<file path="config.mk">
export PLATFORM = sky130hd
export DESIGN_NAME = quad_timer
export DESIGN_NICKNAME = d
export VERILOG_FILES = /design/src/rtl/qt_pkg.sv /design/src/rtl/qt_glitch_filter.sv /design/src/rtl/qt_quad_decode.sv /design/src/rtl/qt_count_core.sv /design/src/rtl/quad_timer.sv
export SDC_FILE = /design/constraint.sdc
export NUM_CORES = 1
export LEC_CHECK = 0
export ABC_AREA = 1
export BUFFER_PORTS_ARGS = -buffer_cell sky130_fd_sc_hd__buf_2
export CELL_PAD_IN_SITES_DETAIL_PLACEMENT = 2
export CELL_PAD_IN_SITES_GLOBAL_PLACEMENT = 2
export CORE_MARGIN = 3
export CORE_UTILIZATION = 37
export CTS_CLUSTER_DIAMETER = 200
export CTS_CLUSTER_SIZE = 24
export DETAILED_ROUTE_END_ITERATION = 10
export GPL_TIMING_DRIVEN = 0
export PLACE_DENSITY = 0.91
export SLEW_MARGIN = 20
export SYNTH_ARGS = -nofsm -noshare
export SYNTH_HDL_FRONTEND = slang
export SYNTH_SLANG_ARGS = --single-unit
</file>
<file path="constraint.sdc">
create_clock -name clk -period 12.12 [get_ports clk]
set_input_delay 0.606 -clock clk [delete_from_list [all_inputs] [get_ports clk]]
set_output_delay 0.606 -clock clk [all_outputs]
set_load 0.01 [all_outputs]
</file>
<file path="src/rtl/qt_pkg.sv">
package qt_pkg;
  localparam int ADDR_W = 3;

  localparam logic [ADDR_W-1:0] A_CTRL = 3'd0;
  localparam logic [ADDR_W-1:0] A_TOP  = 3'd1;
  localparam logic [ADDR_W-1:0] A_CMP  = 3'd2;
  localparam logic [ADDR_W-1:0] A_CNT  = 3'd3;
  localparam logic [ADDR_W-1:0] A_CAP  = 3'd4;
  localparam logic [ADDR_W-1:0] A_STAT = 3'd5;

  typedef struct packed {
    logic updn;
    logic filt;
    logic quad;
    logic run;
  } ctrl_t;
endpackage

</file>
<file path="src/rtl/qt_glitch_filter.sv">
module qt_glitch_filter #(
  parameter int STABLE_CYCLES = 3
) (
  input  logic clk,
  input  logic rst_n,
  input  logic raw,
  output logic flt
);
  localparam int CW = $clog2(STABLE_CYCLES + 1);
  localparam logic [CW-1:0] LAST = CW'(STABLE_CYCLES - 1);
  localparam logic [CW-1:0] ONE  = CW'(1);

  logic [CW-1:0] hold_q, hold_d;
  logic          flt_q, flt_d;

  always_comb begin
    hold_d = '0;
    flt_d  = flt_q;
    if (raw != flt_q) begin
      if (hold_q == LAST) begin
        flt_d = raw;
      end else begin
        hold_d = hold_q + ONE;
      end
    end
  end

  always_ff @(posedge clk or negedge rst_n) begin
    if (!rst_n) begin
      hold_q <= '0;
      flt_q  <= 1'b0;
    end else begin
      hold_q <= hold_d;
      flt_q  <= flt_d;
    end
  end

  assign flt = flt_q;

  generate
    if (STABLE_CYCLES >= 3) begin : g_chk
      AST_FILT_HOLD: assert property (@(posedge clk) disable iff (!rst_n)
        !$stable(flt_q) |-> ($past(raw) == flt_q) && ($past(raw, 2) == flt_q)
                            && ($past(raw, 3) == flt_q));
    end
  endgenerate
endmodule

</file>
<file path="src/rtl/qt_quad_decode.sv">
module qt_quad_decode (
  input  logic clk,
  input  logic rst_n,
  input  logic a,
  input  logic b,
  input  logic idx,
  output logic step,
  output logic up,
  output logic idx_rise
);
  logic a_q, b_q, i_q;

  always_ff @(posedge clk or negedge rst_n) begin
    if (!rst_n) begin
      a_q <= 1'b0;
      b_q <= 1'b0;
      i_q <= 1'b0;
    end else begin
      a_q <= a;
      b_q <= b;
      i_q <= idx;
    end
  end

  // exactly one phase moved: a legal Gray step
  assign step     = (a ^ a_q) ^ (b ^ b_q);
  // forward order 00->10->11->01: old A equals new B
  assign up       = (a_q == b);
  assign idx_rise = idx & ~i_q;
endmodule

</file>
<file path="src/rtl/qt_count_core.sv">
module qt_count_core #(
  parameter int W = 32
) (
  input  logic         clk,
  input  logic         rst_n,
  input  logic         en,
  input  logic         step,
  input  logic         up,
  input  logic         clr,
  input  logic [W-1:0] top,
  output logic [W-1:0] cnt,
  output logic [W-1:0] cnt_nxt
);
  localparam logic [W-1:0] ONE = {{(W-1){1'b0}}, 1'b1};

  logic [W-1:0] cnt_q, cnt_d;

  always_comb begin
    cnt_d = cnt_q;
    if (en) begin
      if (clr) begin
        cnt_d = '0;
      end else if (step) begin
        if (up) begin
          cnt_d = (cnt_q >= top) ? '0 : cnt_q + ONE;
        end else begin
          cnt_d = (cnt_q == '0) ? top : cnt_q - ONE;
        end
      end
    end
  end

  always_ff @(posedge clk or negedge rst_n) begin
    if (!rst_n) cnt_q <= '0;
    else        cnt_q <= cnt_d;
  end

  assign cnt     = cnt_q;
  assign cnt_nxt = cnt_d;

  AST_WRAP_UP: assert property (@(posedge clk) disable iff (!rst_n)
    en && !clr && step && up && (cnt_q == top) |=> cnt_q == '0);
  AST_WRAP_DOWN: assert property (@(posedge clk) disable iff (!rst_n)
    en && !clr && step && !up && (cnt_q == '0) |=> cnt_q == $past(top));
  AST_HOLD_STOPPED: assert property (@(posedge clk) disable iff (!rst_n)
    !en |=> $stable(cnt_q));
  AST_INDEX_CLEAR: assert property (@(posedge clk) disable iff (!rst_n)
    en && clr |=> cnt_q == '0);
endmodule

</file>
<file path="src/rtl/quad_timer.sv">
module quad_timer
  import qt_pkg::*;
#(
  parameter int W         = 32,
  parameter int FILT_HOLD = 3
) (
  input  logic              clk,
  input  logic              rst_n,
  input  logic              wr_en,
  input  logic [ADDR_W-1:0] wr_addr,
  input  logic [W-1:0]      wr_data,
  input  logic              rd_en,
  input  logic [ADDR_W-1:0] rd_addr,
  output logic [W-1:0]      rd_data,
  input  logic              ph_a,
  input  logic              ph_b,
  input  logic              ph_idx,
  input  logic              tick,
  input  logic              dir_tgl,
  input  logic              cap_evt,
  output logic              cmp_evt,
  output logic              irq
);
  localparam int NIN = 3;

  // reset: asserted asynchronously, released on a clock edge
  logic rst_meta_q, rst_sync_q, rn;
  always_ff @(posedge clk or negedge rst_n) begin
    if (!rst_n) begin
      rst_meta_q <= 1'b0;
      rst_sync_q <= 1'b0;
    end else begin
      rst_meta_q <= 1'b1;
      rst_sync_q <= rst_meta_q;
    end
  end
  assign rn = rst_sync_q;

  // registers
  ctrl_t        ctrl_q, ctrl_d;
  logic [W-1:0] top_q, top_d, cmp_q, cmp_d, cap_q, cap_d;
  logic         full_q, full_d, ovr_q, ovr_d, cmpf_q, cmpf_d;
  logic         dir_q, dir_d, evt_q, evt_d;

  // input conditioning
  logic [NIN-1:0] raw_in, flt_in, sel_in;
  assign raw_in = {ph_idx, ph_b, ph_a};

  generate
    for (genvar gi = 0; gi < NIN; gi++) begin : g_filt
      qt_glitch_filter #(.STABLE_CYCLES(FILT_HOLD)) u_filt (
        .clk (clk),
        .rst_n(rn),
        .raw (raw_in[gi]),
        .flt (flt_in[gi])
      );
    end
  endgenerate

  assign sel_in = ctrl_q.filt ? flt_in : raw_in;

  logic q_step, q_up, q_idx;
  qt_quad_decode u_dec (
    .clk     (clk),
    .rst_n   (rn),
    .a       (sel_in[0]),
    .b       (sel_in[1]),
    .idx     (sel_in[2]),
    .step    (q_step),
    .up      (q_up),
    .idx_rise(q_idx)
  );

  // mode selection
  logic step_sel, up_sel, clr_sel;
  assign step_sel = ctrl_q.quad ? q_step : tick;
  assign up_sel   = ctrl_q.quad ? q_up   : dir_q;
  assign clr_sel  = ctrl_q.quad & q_idx;

  logic [W-1:0] cnt, cnt_nxt;
  qt_count_core #(.W(W)) u_core (
    .clk    (clk),
    .rst_n  (rn),
    .en     (ctrl_q.run),
    .step   (step_sel),
    .up     (up_sel),
    .clr    (clr_sel),
    .top    (top_q),
    .cnt    (cnt),
    .cnt_nxt(cnt_nxt)
  );

  // next-state logic
  logic wr_ctrl, wr_top, wr_cmp, wr_stat, rd_cap, cap_ok, hit;
  assign wr_ctrl = wr_en && (wr_addr == A_CTRL);
  assign wr_top  = wr_en && (wr_addr == A_TOP);
  assign wr_cmp  = wr_en && (wr_addr == A_CMP);
  assign wr_stat = wr_en && (wr_addr == A_STAT);
  assign rd_cap  = rd_en && (rd_addr == A_CAP);
  assign cap_ok  = cap_evt && ctrl_q.run;
  assign hit     = ctrl_q.run && (step_sel || clr_sel) && (cnt_nxt == cmp_q);

  always_comb begin
    ctrl_d = ctrl_q;
    top_d  = top_q;
    cmp_d  = cmp_q;
    if (wr_ctrl) ctrl_d = ctrl_t'(wr_data[3:0]);
    if (wr_top)  top_d  = wr_data;
    if (wr_cmp)  cmp_d  = wr_data;

    dir_d = dir_q;
    if (!ctrl_q.updn || ctrl_q.quad) dir_d = 1'b1;
    else if (dir_tgl)                dir_d = ~dir_q;

    cap_d  = cap_q;
    full_d = full_q;
    ovr_d  = ovr_q;
    if (wr_stat && wr_data[0]) ovr_d = 1'b0;
    if (cap_ok && (!full_q || rd_cap)) begin
      cap_d  = cnt;
      full_d = 1'b1;
    end else begin
      if (rd_cap) full_d = 1'b0;
      if (cap_ok) ovr_d  = 1'b1;
    end

    cmpf_d = cmpf_q;
    if (wr_stat && wr_data[2]) cmpf_d = 1'b0;
    if (hit)                   cmpf_d = 1'b1;
    evt_d = hit;
  end

  always_ff @(posedge clk or negedge rn) begin
    if (!rn) begin
      ctrl_q <= '0;
      top_q  <= '1;
      cmp_q  <= '0;
      cap_q  <= '0;
      full_q <= 1'b0;
      ovr_q  <= 1'b0;
      cmpf_q <= 1'b0;
      dir_q  <= 1'b1;
      evt_q  <= 1'b0;
    end else begin
      ctrl_q <= ctrl_d;
      top_q  <= top_d;
      cmp_q  <= cmp_d;
      cap_q  <= cap_d;
      full_q <= full_d;
      ovr_q  <= ovr_d;
      cmpf_q <= cmpf_d;
      dir_q  <= dir_d;
      evt_q  <= evt_d;
    end
  end

  // read port
  always_comb begin
    rd_data = '0;
    unique case (rd_addr)
      A_CTRL:  rd_data = {{(W-4){1'b0}}, ctrl_q};
      A_TOP:   rd_data = top_q;
      A_CMP:   rd_data = cmp_q;
      A_CNT:   rd_data = cnt;
      A_CAP:   rd_data = cap_q;
      A_STAT:  rd_data = {{(W-3){1'b0}}, cmpf_q, full_q, ovr_q};
      default: rd_data = '0;
    endcase
  end

  assign cmp_evt = evt_q;
  assign irq     = cmpf_q;

  AST_CMP_MATCH: assert property (@(posedge clk) disable iff (!rn)
    cmp_evt |-> cnt == $past(cmp_q));
  AST_IRQ_ON_EVENT: assert property (@(posedge clk) disable iff (!rn)
    cmp_evt |-> irq);
  AST_CAP_FROZEN: assert property (@(posedge clk) disable iff (!rn)
    full_q && !rd_cap |=> $stable(cap_q));
  AST_OVR_RAISE: assert property (@(posedge clk) disable iff (!rn)
    cap_evt && ctrl_q.run && full_q && !rd_cap |=> ovr_q);
  AST_CAP_STOPPED: assert property (@(posedge clk) disable iff (!rn)
    !ctrl_q.run && !rd_cap |=> $stable(cap_q) && $stable(full_q));
endmodule

</file>
* After elaboration in Yosys (flattened, before gate mapping) *
Index checks and enable logic that the tools add are counted.

storage, ports and cells
  output and inout port bits = 34
  bits in registers = 151
  bits in latches = 0
  ROM bits = 0
  logic and storage cells = 103
  bits of input ports = 48
  memory bits (writable) = 0
  memories = 0

operators by class
  reduce and logical (&&, ||, !) cells = 25
  bitwise logic cells = 7
  add/sub/neg operators = 5
  equal/unequal tests = 16
  order comparisons = 1
  div/mod/pow operators = 0
  mux-type cells = 25
  multiply operators = 0
  shift operators = 0

operator list
  cell                   number
  $mux 32                6
  $pmux 32 s6            1
  $add 32x1->32 const B  1
  $eq 32x32->1           1
  $ge 32x32->1           1
  $logic_not 32->1       1
  $sub 32x1->32 const B  1
  $mux 2                 6
  $logic_and 1x1->1      11
  $mux 1                 11
  $eq 3x2->1 const B     3
  $eq 3x3->1 const B     3
  $add 2x1->2 const B    3
  $eq 2x2->1 const B     3
  $eq 3x1->1 const B     2
  $logic_not 3->1        2
  $reduce_and 2->1       3
  $reduce_bool 2->1      3
  $logic_or 1x1->1       3
  $mux 3                 1
  $ne 1x1->1             3
  $xor 1x1->1            3
  $and 1x1->1            2
  $logic_not 1->1        2
  other kinds (2)        3

* Longest topological paths before layout *
Gate-level depths: netlist of run 1.

  depth after elaboration = 10
  mapped depth = 25
  depth with buffers taken out = 25

* Modules after synthesis *
From an unflattened synthesis of run 1, not the netlist that was laid out.

second synthesis, totals
  cell total of the unflattened synthesis = 1804
  area total of the unflattened synthesis = 11664.9 µm²

modules (own cells, without submodules)
  module            times used  area an instance (µm²)  cells each  sequential area each (µm²)
  quad_timer        1           5898.2                  791         2718.9
  qt_count_core     1           5195.0                  931         800.8
  qt_glitch_filter  3           136.4                   19          75.1
  qt_quad_decode    1           162.7                   25          75.1

* Worst setup path before layout of run 1 *
Ideal clock, no wire load.

  path kind = register to register
  start point = register top_q[29]
  end point = register cmpf_q (netlist: irq)
  data required time = 12055 ps
  clock period less this slack = 2568 ps
  path buffers = 1
  data arrival time = 2503 ps
  path slack = 9552 ps
  library setup time = 65 ps
  cell stages (with the launch flop) = 20
  cells stage by stage = dfstp_2 inv_1 ha_1 a21oi_1 o21a_1 nand2_1 a21oi_1 clkbuf_1 nand3_1 nand2_1 nand2_1 nand2_1 nand2_1 nor2_1 nand2_1 nor2_1 nand2_1 nor2_1 nand3_1 nand2_1

between the ends
  cells in the longest elaborated chain, start to end = 9
  elaborated cells between the ends (all ways) = 11
  those cells by class = order compare (1); eq/ne (1); mux (7); reduce/logical (2)

RTL lines
  element                                             RTL line             text
  start: declaration                                  quad_timer.sv:41     logic [W-1:0] top_q, top_d, cmp_q, cmp_d, cap_q, cap_d;
  start signal: assignment                            quad_timer.sv:146    top_q <= top_d;
  $ge 32x32->1                                        qt_count_core.sv:25  cnt_d = (cnt_q >= top) ? '0 : cnt_q + ONE;
  $mux 32                                             qt_count_core.sv:25
  $mux 32 (*)                                         qt_count_core.sv:24  if (up) begin
  $mux 32 (*)                                         qt_count_core.sv:23  end else if (step) begin
  $mux 32 (*)                                         qt_count_core.sv:21  if (clr) begin
  $mux 32 (*)                                         qt_count_core.sv:20  if (en) begin
  $eq 32x32->1 (*)                                    quad_timer.sv:101    assign hit = ctrl_q.run && (step_sel || clr_sel) && (cnt_nxt == cmp_q);
  $logic_and 1x1->1 (*)                               quad_timer.sv:101
  $mux 1 / $reduce_bool 2->1 (equally long branches)  -
  end signal: assignment                              quad_timer.sv:151    cmpf_q <= cmpf_d;
  end: declaration                                    quad_timer.sv:42     logic full_q, full_d, ovr_q, ovr_d, cmpf_q, cmpf_d;

Every way passes the cells marked *; elsewhere a longest branch is shown, timed or not.
A chain may end at the register's enable or synchronous reset.

* Final worst setup path of run 1 *
  start point = register top_q[19]
  end point = register cmpf_q (netlist: irq)

Same word-level chain as after synthesis.

==> results of run 1 <==
## where the power goes
part | internal [uW] | switching [uW] | leakage (uW)
clock | 280 | 316 | 0.000296
sequential | 673 | 205 | 0.00183
combinational | 436 | 1170 | 0.00410
## state kept, by name, indices dropped and copies added, names as in the netlist
name                  flops
irq                       1
u_core.cnt               32
u_dec.a_q                 1
g_filt.u_filt.hold_q      6
rn                        1
full_q                    1
ovr_q                     1
top_q                    32
cap_q                    32
cmp_evt                   1
dir_q                     1
rst_meta_q                1
ctrl_q                    4
u_dec.i_q                 1
cmp_q                    32
g_filt.u_filt.flt         3
u_dec.b_q                 1
## placed cells by master, fill, tap and decap left out, types with 33 or more instances in the layout
master,n
a21oi_1,72
buf_2,104
dfrtp_1,117
dfstp_2,33
ha_1,35
inv_1,190
nand2_1,497
nand3_1,110
nor2_1,137
o21ai_0,158
## Yosys cell counts, drive strengths merged, types with 3 or more instances
master  number
nand2      512
inv        198
o21ai      163
nor2       162
dfrtp      118
nand3      115
a21oi       82
buf         38
ha          35
dfstp       33
clkbuf      32
o22ai       28
nand4       25
xor2        24
nor3        23
a22oi        4
xnor2        4
nand3b       3
o211ai       3
## layout make-up
type                       instances  area [sq um]
clock buffer                      17         425.4
tap                              378         473.0
fill                            3393         15930
sequential                       151          3824
clock inverter                    15         185.2
inverter                         200         750.7
multi-input combinational       1198          5898
timing repair buffer              84         470.5
buffer                            70         355.3
## cells by family after synthesis
family	synth area share (%)
flip-flops	35.29
XOR/XNOR	2.266
multiplexers	0.1850
adder cells (fa/ha/maj)	4.046
buffers and inverters	10.22
AO/OA/AOI/OAI	14.53
other	0.03464
AND/OR/NAND/NOR	33.43
## worst max-delay path, stage by stage (launching register included)
cell and delay [ns]:
dfstp_2 0.60, inv_1 0.08, ha_1 0.32, a21oi_1 0.19, nand2_1 0.10, nand2_1 0.07, nand2_1 0.13, a21oi_1 0.61
clkbuf_1 0.68, nand3_1 0.24, nand2_1 0.17, nand2_1 0.10, nand2_1 0.07, nand2_1 0.15, nor2_1 0.14, nand2_1 0.06
nor2_1 0.08, nand2_1 0.07, nor2_1 0.17, nand3_1 0.31, nand2_1 0.19
## final timing paths
path	end	slack, ns
min in group asynchronous	cmp_q[17]	0.41
worst max-delay path	irq	7.47
max in group asynchronous	top_q[9]	10.86
worst min-delay path	top_q[6]	0.37
worst max register to register	irq	7.47
worst min register to register	rn	0.39
## repair_timing
item	4_1_cts	5_1_grt
endpoints found under the setup margin	0	0
hold endpoints to repair	2	0
hold buffers	1	0
## routing by layer
metal  vias up  part of all wire [%]  track usage, %  wire [um]
met4         2                   5.8           21.34       3683
met2       778                    47           67.47      29720
met1      6750                    39           48.88      24590
met3       254                   8.6           10.53       5476
li1       5416                     -               -          -
met5         -                 0.017               0         11
## per-stage QoR
step / instance area, sq um / instances
2_1_floorplan: 10820 / 1619
6_report: 12380 / 2113
4_1_cts: 12380 / 2113
5_1_grt: 12380 / 2113
3_5_place_dp: 11760 / 2080
3_3_place_gp: 11700 / 2078
==> impl_metrics.ini, run 1 <==
[run_status]
status = finished, final reports clean

[logic_synthesis]
synthDominantCellAreaShare_pct = 27.28
synth_top_cell_by_area = dfrtp_1
synth_area_leaders = dfrtp_1 27%, nand2_1 17%, dfstp_2 8.0%
synth.cell_area_sq_um = 10820
yosysSeqAreaShare_pct = 35.29
syn_avg_cell_area_sq_um = 6.686
synth_cells = 1619
synth_edf_count = 0
synth_cell_types = 46
async_reset_ff_share_pct = 100.0
synth-main-ff-cell = dfrtp_1
ys_warn_count = 0
yosys_register_bits = 151
syn_nets = 1702

[routing]
drt_first_pass_iters = 5
via_per_inst = 6.247
drtAntennaViolNets = 0
drtIter0Drc = 1430
drc_errors = 0
via_count = 13200
post_drt_wl_per_cell_um = 30.04
wl_um = 63480

[worst_setup_path]
cp.arrival_ns = 5.04
path_max_fanout = 10
crit_path_end_kind = register
critPathRequiredTime_ns = 12.51
startpoint_type = register
r2r-start = top_q[19]
critPathLaunch = top_q[19]
rr_worst_depth = 20
path_class = reg -> reg

[hold_path]
min_path_type = in -> reg
hold_depth = 3
worstHoldStart = wr_data[6]

[floorplanning]
die_h_um = 177.0
row_count = 61
ios = 82
die_area_sq_um = 31340
dieWidth_um = 177.0
initial_core_util_pct = 38.23
core_sq_um = 28320

[power]
pwr_density_cell_nw_per_um2 = 248.3
power.total_uw = 3074
vdd_drop_max_mv = 0.1127
power.leakage_uw = 0.006230

[timing]
slew_violations = 0
max_freq_mhz = 215.2
hold_violations = 0
worst_hold_slack_ns = 0.3705
max-slew-margin-rel_pct = 19.96
worstMarginPinSlew_ns = 1.201
period_needed_ns = 4.646
setup_viol = 0
fin_worst_skew_ns = 0.02566
fin_ws_ns = 7.474
grt_setup_unrepaired = no
fin_setup_tns_ns = 0
period_share_pct = 38.33

[global_route]
grt_antenna_before_repair = 2
grt_pass1_vias = 14869
grt_pass1_wl_um = 95530
grt_max_degree = 57
gr-total-overflow = 0
track_usage_pct = 40.82

[placement]
dpl.hpwl_um = 42810
port-buffer-count = 81
pre_cts_slack_ns = 7.930
place.gp.congestion = 0.9854

[clock_tree]
cts_buffer_depth = 2
cts_htree_levels = 4
clk_latency_ns = 0.48
cts-resized-gates = 0
clockRootBuffer = clkbuf_16
clk_pin_slew_ns = 0.09
numCtsBuffers = 17
tritoncts = yes
postCtsSetupBuffers = 0
clock_sinks = 151

[layout]
area_growth_pct = 14.39
nets = 1805
layout-drive-gt1-share_pct = 14.58
fin_util_pct = 43.73
diodes = 0

[flow_run]
maxCapViolations = 0
No activity file was read; power rests on OpenSTA's default activity.
==> inputs of run 2 (changes only) <==
- ABC_AREA: 1 -> 0
- CORE_UTILIZATION: 37 -> 34
- PLACE_DENSITY: 0.91 -> 0.81
- clock period: 12.12 -> 4.2 ns (I/O delays scaled with it)
==> run 2 against run 1 <==
Compared with the run above:
- critical endpoint unchanged
- design area up 7.3%
- non-clock buffer count up 92
- largest cell class unchanged
- hold slack worse by 0.36 ns
- critical path type unchanged
- the run now ends with setup timing left
- clock power rose to 2.6 times the previous value
- setup slack worse by 7.6 ns
- final cell count down 17%
- largest power group unchanged
- highest routed layer is now met4
- total power rose to 2.7 times the previous value
- sequential power rose to 2.7 times the previous value
==> impl_metrics.ini, run 2 <==
[logic_synthesis]
synthDominantCellAreaShare_pct = 28.22
yosys.area_share.simple_pct = 19.32
synth_top_cell_by_area = dfrtp_1
yosysSeqAreaShare_pct = 36.51
synth_area_leaders = dfrtp_1 28%, dfstp_2 8.3%, mux2_2 7.2%
synth_compound_area_share_pct = 20.88
syn_avg_cell_area_sq_um = 8.883
syn_nets = 1261
synth_cell_types = 77
synthXorXnorAreaFrac_pct = 4.436
synth.cell_area_sq_um = 10460
synth-adder-area-share_pct = 4.185
ys_warn_count = 0
async_reset_ff_share_pct = 100.0
synth_edf_count = 0
synth_cells = 1178
synth_top_family_by_area = compound AO/OA/AOI/OAI gates
synth-main-ff-cell = dfrtp_1
synth_common_cells = 118 x dfrtp_1, 118 x nand2_1, 93 x o21ai_0, 83 x clkbuf_1, 67 x mux2_2
yosys_register_bits = 151
synthMuxAreaShare_pct = 9.124

[timing]
fin_ws_ns = -0.1435
hold_violations = 0
fin_worst_skew_ns = 0.01679
setup_viol = 2
slew_violations = 0
worst_hold_slack_ns = 0.01160
worstMarginPinSlew_ns = 1.297
period_share_pct = 103.4
max_freq_mhz = 230.2
grt_setup_unrepaired = yes
max-slew-margin-rel_pct = 13.50
fin_setup_tns_ns = -0.2506
period_needed_ns = 4.343

[routing]
drc_errors = 0
drt_first_pass_iters = 5
via_count = 11231
wl_um = 58130
via_per_inst = 6.399
post_drt_wl_per_cell_um = 33.12
drtIter0Drc = 1060
drtAntennaViolNets = 0

[clock_tree]
clk_latency_ns = 0.47
clk_pin_slew_ns = 0.07
clockRootBuffer = clkbuf_16
cts_htree_levels = 4
cts_buffer_depth = 2
tritoncts = yes
clock_sinks = 151
numCtsBuffers = 17

[global_route]
grt_antenna_before_repair = 1
gr-total-overflow = 0
grt_pass1_vias = 11893
grt_max_degree = 51
track_usage_pct = 34.58
grt_pass1_wl_um = 83190

[floorplanning]
row_count = 63
ios = 82
initial_core_util_pct = 34.93
dieWidth_um = 181.4
die_h_um = 181.4
core_sq_um = 29950
die_area_sq_um = 32920

[layout]
diodes = 0
area_growth_pct = 27.02
layout_common_cells = 117 x nand2_1, 115 x dfrtp_1, 83 x o21ai_0, 80 x buf_2, 67 x mux2_2
final_cells = 1755
final_common_cell = nand2_1
layout-drive-gt1-share_pct = 27.55
nets = 1435
stdcell_area_sq_um = 13290

[placement]
dpl.hpwl_um = 41660
dp_cells = 1652
port-buffer-count = 79
place_area_sq_um = 11440
place.gp.congestion = 0.9738

[worst_setup_path]
critPathRequiredTime_ns = 4.59
path_max_fanout = 5
path_class = reg -> reg
cp.arrival_ns = 4.73
crit_path_end_kind = register
startpoint_type = register

[run_status]
status = finished, violations left
violations = setup timing

[power]
vdd_drop_max_mv = 0.3255
power.leakage_uw = 0.005581
power.total_uw = 8383
pwr_density_cell_nw_per_um2 = 630.7

[flow_run]
maxCapViolations = 0

[hold_path]
min_path_type = in -> reg
==> run 2: critical path: stages (launching register included) <==
cell       delay [ns]
dfstp_2          0.55
inv_1            0.09
ha_4             0.28
nand4_1          0.17
or2_4            0.32
a2111oi_4        0.51
o41a_1           0.34
buf_8            0.17
nor3_4           0.06
clkbuf_8         0.20
buf_4            0.14
a22oi_1          0.16
o21ai_0          0.21
xnor2_1          0.28
and4_4           0.27
nand4_1          0.12
buf_6            0.17
o31ai_4          0.22
==> run 2: kinds of logic (layout without fill, tap and decap cells) <==
logic type      Yosys count  count (layout)
simple gates            395             395
mux                      84              84
buf+inv                 147             334
flops                   151             151
other cells               1               1
xor+xnor                 53              53
compound gates          312             312
fa+ha+maj                35              35
==> run 2: area by class of cell <==
| cell class | count | area, sq um |
|---|---|---|
| fillers | 3235 | 16660 |
| multi-input cells | 880 | 6638 |
| flip-flops and latches | 151 | 3826 |
| repair buffers | 156 | 1109 |
| well taps | 390 | 488.0 |
| plain buffers | 90 | 473.0 |
| clock buffers | 22 | 444.2 |
| inverters | 56 | 212.7 |
| clock inverters | 10 | 101.3 |
==> run 2: through the flow <==
stage               setup WS, ns  utilization [%]
floorplan                 0.3457                -
global placement          -1.785            37.89
detailed placement        -1.841            38.21
CTS                     -0.01241            43.12
global route             -0.2432            44.37
finish                   -0.1435            44.37
==> run 2: power by group <==
part / internal [uW] / switching (uW)
combinational: 1580 / 2880
clock: 817 / 710
sequential: 1890 / 501
==> run 2: worst paths after layout <==
check                            from         to  slack, ns  cells after the start
max                         top_q[13]        irq      -0.14                     17
max reg2reg                 top_q[13]        irq      -0.14                     17
min                        wr_data[8]   cmp_q[8]       0.01                      3
min in group asynchronous       rst_n         rn       0.05                      2
max in group asynchronous          rn  top_q[25]       2.97                      2
min reg2reg                        rn   cmp_q[7]       0.28                      0
==> run 2: routing by layer <==
metal  part of all wire, %  vias up  track usage [%]
met5                     0        -                0
li1                      -     4729                -
met4                   4.2        0            15.39
met1                    43     5913            45.50
met3                   6.5      119            8.834
met2                    46      470            53.78
==> run 2: timing repair <==
item,4_1_cts,5_1_grt
pin swaps,24,27
endpoints found under the hold margin,55,0
setup buffers,18,21
hold buffers,33,0
cloned,2,0
setup endpoints to repair,32,2
resized for setup,114,47
